--- config.mk ---
export PLATFORM = sky130hd
export DESIGN_NAME = gated_msg_fifo
export DESIGN_NICKNAME = d
export VERILOG_FILES = /design/src/rtl/gated_msg_fifo.sv
export SDC_FILE = /design/constraint.sdc
export NUM_CORES = 1
export LEC_CHECK = 0
export CELL_PAD_IN_SITES_DETAIL_PLACEMENT = 0
export CELL_PAD_IN_SITES_GLOBAL_PLACEMENT = 1
export CORE_MARGIN = 2
export CORE_UTILIZATION = 56
export DETAILED_ROUTE_END_ITERATION = 7
export DONT_BUFFER_PORTS = 1
export HOLD_SLACK_MARGIN = 0.03
export PLACE_DENSITY = 0.76
export SLEW_MARGIN = 10
export SYNTH_ARGS = -nofsm -noshare
export SYNTH_HDL_FRONTEND = slang
export SYNTH_SLANG_ARGS = --single-unit
export TNS_END_PERCENT = 5
--- constraint.sdc ---
create_clock -name clk -period 3.4 [get_ports clk]
set_input_delay 0.34 -clock clk [delete_from_list [all_inputs] [get_ports clk]]
set_output_delay 0.34 -clock clk [all_outputs]
set_load 0.005 [all_outputs]
--- src/rtl/gated_msg_fifo.sv ---
module gated_msg_fifo #(
  parameter int TAG_W = 32,
  parameter int VAL_W = 32,
  parameter int DEPTH = 16,
  localparam int PTR_W = (DEPTH > 1) ? $clog2(DEPTH) : 1,
  localparam int CNT_W = $clog2(DEPTH + 1)
) (
  input  logic             clk,
  input  logic             rst_n,
  input  logic             mode_n,
  input  logic             push_valid,
  input  logic [TAG_W-1:0] push_tag,
  input  logic [VAL_W-1:0] push_val,
  output logic             pop_valid,
  input  logic             pop_ready,
  output logic [TAG_W-1:0] pop_tag,
  output logic [VAL_W-1:0] pop_val,
  output logic [CNT_W-1:0] count,
  output logic             empty,
  output logic             full,
  output logic             err_illegal,
  output logic             err_overflow
);

  localparam int MSG_W = TAG_W + VAL_W;
  localparam logic [PTR_W-1:0] LAST = PTR_W'(DEPTH - 1);

  logic [1:0]       mode_sync;
  logic             mode_ok;
  logic [MSG_W-1:0] mem [DEPTH];
  logic [PTR_W-1:0] wr_ptr, rd_ptr;
  logic             wr_fire, rd_fire;

  always_ff @(posedge clk or negedge rst_n)
    if (!rst_n) mode_sync <= 2'b11;
    else        mode_sync <= {mode_sync[0], mode_n};

  assign mode_ok   = ~mode_sync[1];
  assign empty     = (count == '0);
  assign full      = (count == CNT_W'(DEPTH));
  assign pop_valid = ~empty;
  assign wr_fire   = push_valid & mode_ok & ~full;
  assign rd_fire   = pop_valid & pop_ready;
  assign {pop_tag, pop_val} = mem[rd_ptr];

  always_ff @(posedge clk)
    if (wr_fire) mem[wr_ptr] <= {push_tag, push_val};

  always_ff @(posedge clk or negedge rst_n)
    if (!rst_n) begin
      wr_ptr <= '0;
      rd_ptr <= '0;
      count  <= '0;
    end else begin
      if (wr_fire) wr_ptr <= (wr_ptr == LAST) ? '0 : wr_ptr + 1'b1;
      if (rd_fire) rd_ptr <= (rd_ptr == LAST) ? '0 : rd_ptr + 1'b1;
      case ({wr_fire, rd_fire})
        2'b10:   count <= count + 1'b1;
        2'b01:   count <= count - 1'b1;
        default: count <= count;
      endcase
    end

  always_ff @(posedge clk or negedge rst_n)
    if (!rst_n) begin
      err_illegal  <= 1'b0;
      err_overflow <= 1'b0;
    end else begin
      if (push_valid && !mode_ok)         err_illegal  <= 1'b1;
      if (push_valid && mode_ok && full)  err_overflow <= 1'b1;
    end

  // a gated-off push never raises the occupancy
  a_r2_gate_holds: assert property (@(posedge clk) disable iff (!rst_n)
    (push_valid && !mode_ok) |=> (count <= $past(count)));

  // illegal-access flag is sticky
  a_r3_illegal_sticky: assert property (@(posedge clk) disable iff (!rst_n)
    err_illegal |=> err_illegal);

  // overflow flag is sticky; a full queue stays full without a pop
  a_r4_overflow_sticky: assert property (@(posedge clk) disable iff (!rst_n)
    err_overflow |=> err_overflow);
  a_r4_full_refuses: assert property (@(posedge clk) disable iff (!rst_n)
    (full && !rd_fire) |=> full);

  // head record holds while the monitor stalls
  a_r5_head_stable: assert property (@(posedge clk) disable iff (!rst_n)
    (pop_valid && !pop_ready) |=> (pop_valid && $stable(pop_tag) && $stable(pop_val)));

  // flags and occupancy stay consistent
  a_r7_flags: assert property (@(posedge clk) disable iff (!rst_n)
    $onehot0({full, empty}) && (count <= CNT_W'(DEPTH)));

endmodule

==> impl_metrics.csv <==
group,metric,value,unit
status,outcome,"finished clean",
sta,finalWorstSetupSlack,167,ps
critical_path,critPathKind,"flop to output port",
floorplan,floorplan.initialDensity,0.563,
yosys,synth_ff_type,"edfxtp_1",
critical_path,arrival,2890,ps
global_routing,antenna_found_initial,10,
sta,rsz0062_at_grt,"false",
clock_network,htreeDepth,3,
yosys,ys_ff_latch,1041,
global_routing,grt_pass1_vias,19900,
floorplan,fp.dieW,274,um
place,port_buffers,0,
sta,finalCriticalPeriod,3230,ps
yosys,synth_area_leaders,"edfxtp_1, mux4_2, mux2_2, mux2_4, o221ai_2",
clock_network,clk_path_buf_depth,3,
yosys,ys_types,41,
critical_path,crit_fanout,19,
critical_path,endpoint_kind,"output port",
clock_network,cts_root_buf,"clkbuf_16",
critical_path,crit_top_cell,"buf_4",
routing,wl,86.8,mm
critical_path,crit_required,3060,ps
sta,finalSetupViolCount,0,
power_and_ir_drop,p_leak,0.0151,uW
sta,timing.final.crit_share,0.951,
routing,viasPerCell,6.23,
routing,vias,19100,
yosys,synth-async-reset-ratio,0.0163,
critical_path,path_delay_family,"buffers and inverters",
critical_path,timing.reg2reg.setup_slack,370,ps
global_routing,grt_pass1_wl,130,mm
yosys,synthCells,1872,
clock_network,clkSinkCount,1041,
sta,slew_violations,0,
power_and_ir_drop,power_density,803,nW/um2
final_layout,nets,2092,
floorplan,ios,143,
final_layout,fin_area,46900,um2
routing,ant_nets,0,
place,dp_hpwl,47.7,mm
sta,max_slew_margin,0.394,
yosys,yosysTopAreaCell,"edfxtp_1",
critical_path,crit_path_top_delay_cell,"dfrtp_4",
flow_run,drv_cap,0,
clock_network,numCtsBuffers,102,
hold_path,hold_end,"rd_ptr[2]$_DFFE_PN0P_",
clock_network,cts_tree,"yes",
critical_path,cp-start-kind,"flop",
critical_path,r2r_cells,10,
yosys,synth_top_area_share,0.752,
sta,fin_setup_tns,0,ps
hold_path,holdPathStages,3,
yosys,yosysWarnings,0,
yosys,synth-edff-count,1024,
yosys,syn_area,40900,um2
sta,tightest_slew,909,ps
final_layout,drive_above_1_share,0.304,
global_routing,gr-total-overflow,0,
routing,drtPass1Iterations,5,
yosys,syn_nets,1951,
routing,wl_per_cell,28.3,um
hold_path,hp-start,"pop_ready",
global_routing,grt_usage,0.236,
place,place_ws,239,ps
global_routing,grt_max_degree,63,
routing,drt-initial-drc-count,1930,
clock_network,clk_latency,670,ps
sta,clock.fmax,309,MHz
critical_path,r2r_end,"count[4]$_DFFE_PN0P_",
clock_network,cts_setup_buffers,0,
hold_path,worstHoldPathType,"input pin to flop",
yosys,synth.avg_cell_area,21.8,um2
sta,worst_clock_skew,21.9,ps
floorplan,coreArea,72600,um2
floorplan,die-area,75200,um2
clock_network,clk_pin_slew,60,ps
yosys,ys_seq_area_frac,0.763,
power_and_ir_drop,ir_worst_vdd,514,uV
critical_path,r2r_start,"count[1]$_DFFE_PN0P_",
place,dpl_cell_area,42600,um2
power_and_ir_drop,totalPowerFinal,37700,uW
critical_path,critPathMaxStageDelay,550,ps
final_layout,area_growth,14.8,%
critical_path,crit_buf_inv,4,
sta,hold_violations,0,
floorplan,core.rowCount,99,
routing,drc,0,
place,gp_congestion,0.759,
floorplan,die_h,274,um
critical_path,crit_path_cell_trace,"buf_12 -> buf_4 -> buf_4 -> mux4_2 -> inv_1 -> o21ai_1 -> a221o_1",
==> cell usage in the layout (no fill, tap or decap), drive strengths merged, types with 20 or more instances in the layout <==
| cell type | synthesis | final |
|---|---|---|
| clkinv | 0 | 43 |
| edfxtp | 1024 | 1024 |
| o221ai | 64 | 64 |
| a221o | 64 | 64 |
| clkbuf | 33 | 116 |
| o21ai | 73 | 73 |
| mux2 | 130 | 130 |
| bufinv | 0 | 20 |
| buf | 68 | 71 |
| mux4 | 192 | 192 |
| nor2b | 65 | 65 |
| dlygate4sd3 | 0 | 67 |
| inv | 74 | 81 |
==> layout make-up <==
| type | instances | area (um2) |
|---|---|---|
| multi-input cells | 656 | 8880 |
| fillers | 4792 | 25700 |
| well taps | 959 | 1200 |
| clock inverters | 77 | 942 |
| repair buffers | 138 | 1770 |
| clock buffers | 116 | 2640 |
| flip-flops and latches | 1041 | 31200 |
| inverters | 74 | 278 |
| diodes | 7 | 17.5 |
==> per-stage QoR <==
step	util	instances	hold WS (ps)
global placement	0.587	2801	44.9
CTS	0.646	3061	65.4
detailed placement	0.587	2801	44.8
global route	0.646	3066	107
finish	0.646	3068	95.1
floorplan	-	1872	44.4
==> logic make-up after synthesis <==
group,synth area share
AOI/OAI and AO/OA,0.0484
xor gates and xnor gates,0.00129
adders and majority gates,0.00324
buffers and inverters,0.0220
DFF,0.763
muxes,0.147
and+or+nand+nor,0.0159
==> power by group <==
group	internal, uW	leakage (uW)	switching (uW)
Clock	7120	0.00175	4780
Sequential	14800	0.00942	422
Combinational	4840	0.00392	5700
Total	26800	0.0151	10900
==> Yosys cell counts (all sizes together) (2+ instances only) <==
cell type,count
edfxtp,1024
mux4,192
mux2,130
inv,74
o21ai,73
buf,68
nor2b,65
a221o,64
o221ai,64
clkbuf,33
and2,16
dfrtp,15
nand2,11
ha,9
a21oi,4
nand3,4
xnor2,4
a21o,3
dfstp,2
nand2b,2
nor3b,2
xor2,2
==> repair_timing <==
item | in CTS | in global routing
gates resized for setup | 0 | 2
endpoints found under the hold margin | 1047 | 0
setup endpoints to repair | 0 | 2
hold buffers | 67 | 0
==> worst register-to-register path: cells and delay by family, from the launching register on <==
kind	cells	cell delay, ps
AND/OR/NAND/NOR	4	800
adder cells (fa/ha/maj)	2	760
AO/OA/AOI/OAI	2	620
flip-flops	1	500
XOR/XNOR	1	130
buffers and inverters	1	110
==> worst max-delay path by stage <==
stage                           from              endpoint  slack (ps)  cells past startpoint
6_report       rd_ptr[1]$_DFFE_PN0P_           pop_tag[16]         170                      7
3_3_place_gp    count[1]$_DFFE_PN0P_  count[4]$_DFFE_PN0P_         290                     11
4_1_cts        rd_ptr[1]$_DFFE_PN0P_           pop_tag[16]         110                      7
5_1_grt        rd_ptr[0]$_DFFE_PN0P_            pop_tag[6]          20                      5
3_5_place_dp    count[1]$_DFFE_PN0P_  count[4]$_DFFE_PN0P_         240                     11
2_1_floorplan   count[0]$_DFFE_PN0P_  mem[10][0]$_DFFE_PP_         250                      5
==> sequential cells by signal (all words and copies together), names as in the netlist <==
name / flops
rd_ptr: 4
err_illegal: 1
count: 5
mode_sync: 2
mem: 1024
wr_ptr: 4
err_overflow: 1
==> routing by layer <==
| metal | vias up | global-route usage | part of all wire |
|---|---|---|---|
| met5 | - | 0 | 0.00066 |
| met4 | 8 | 0.0542 | 0.015 |
| met3 | 107 | 0.0466 | 0.069 |
| met2 | 614 | 0.388 | 0.50 |
| met1 | 10300 | 0.331 | 0.41 |
| li1 | 8104 | - | - |
Note: power is estimated with default switching activity, not from simulation.
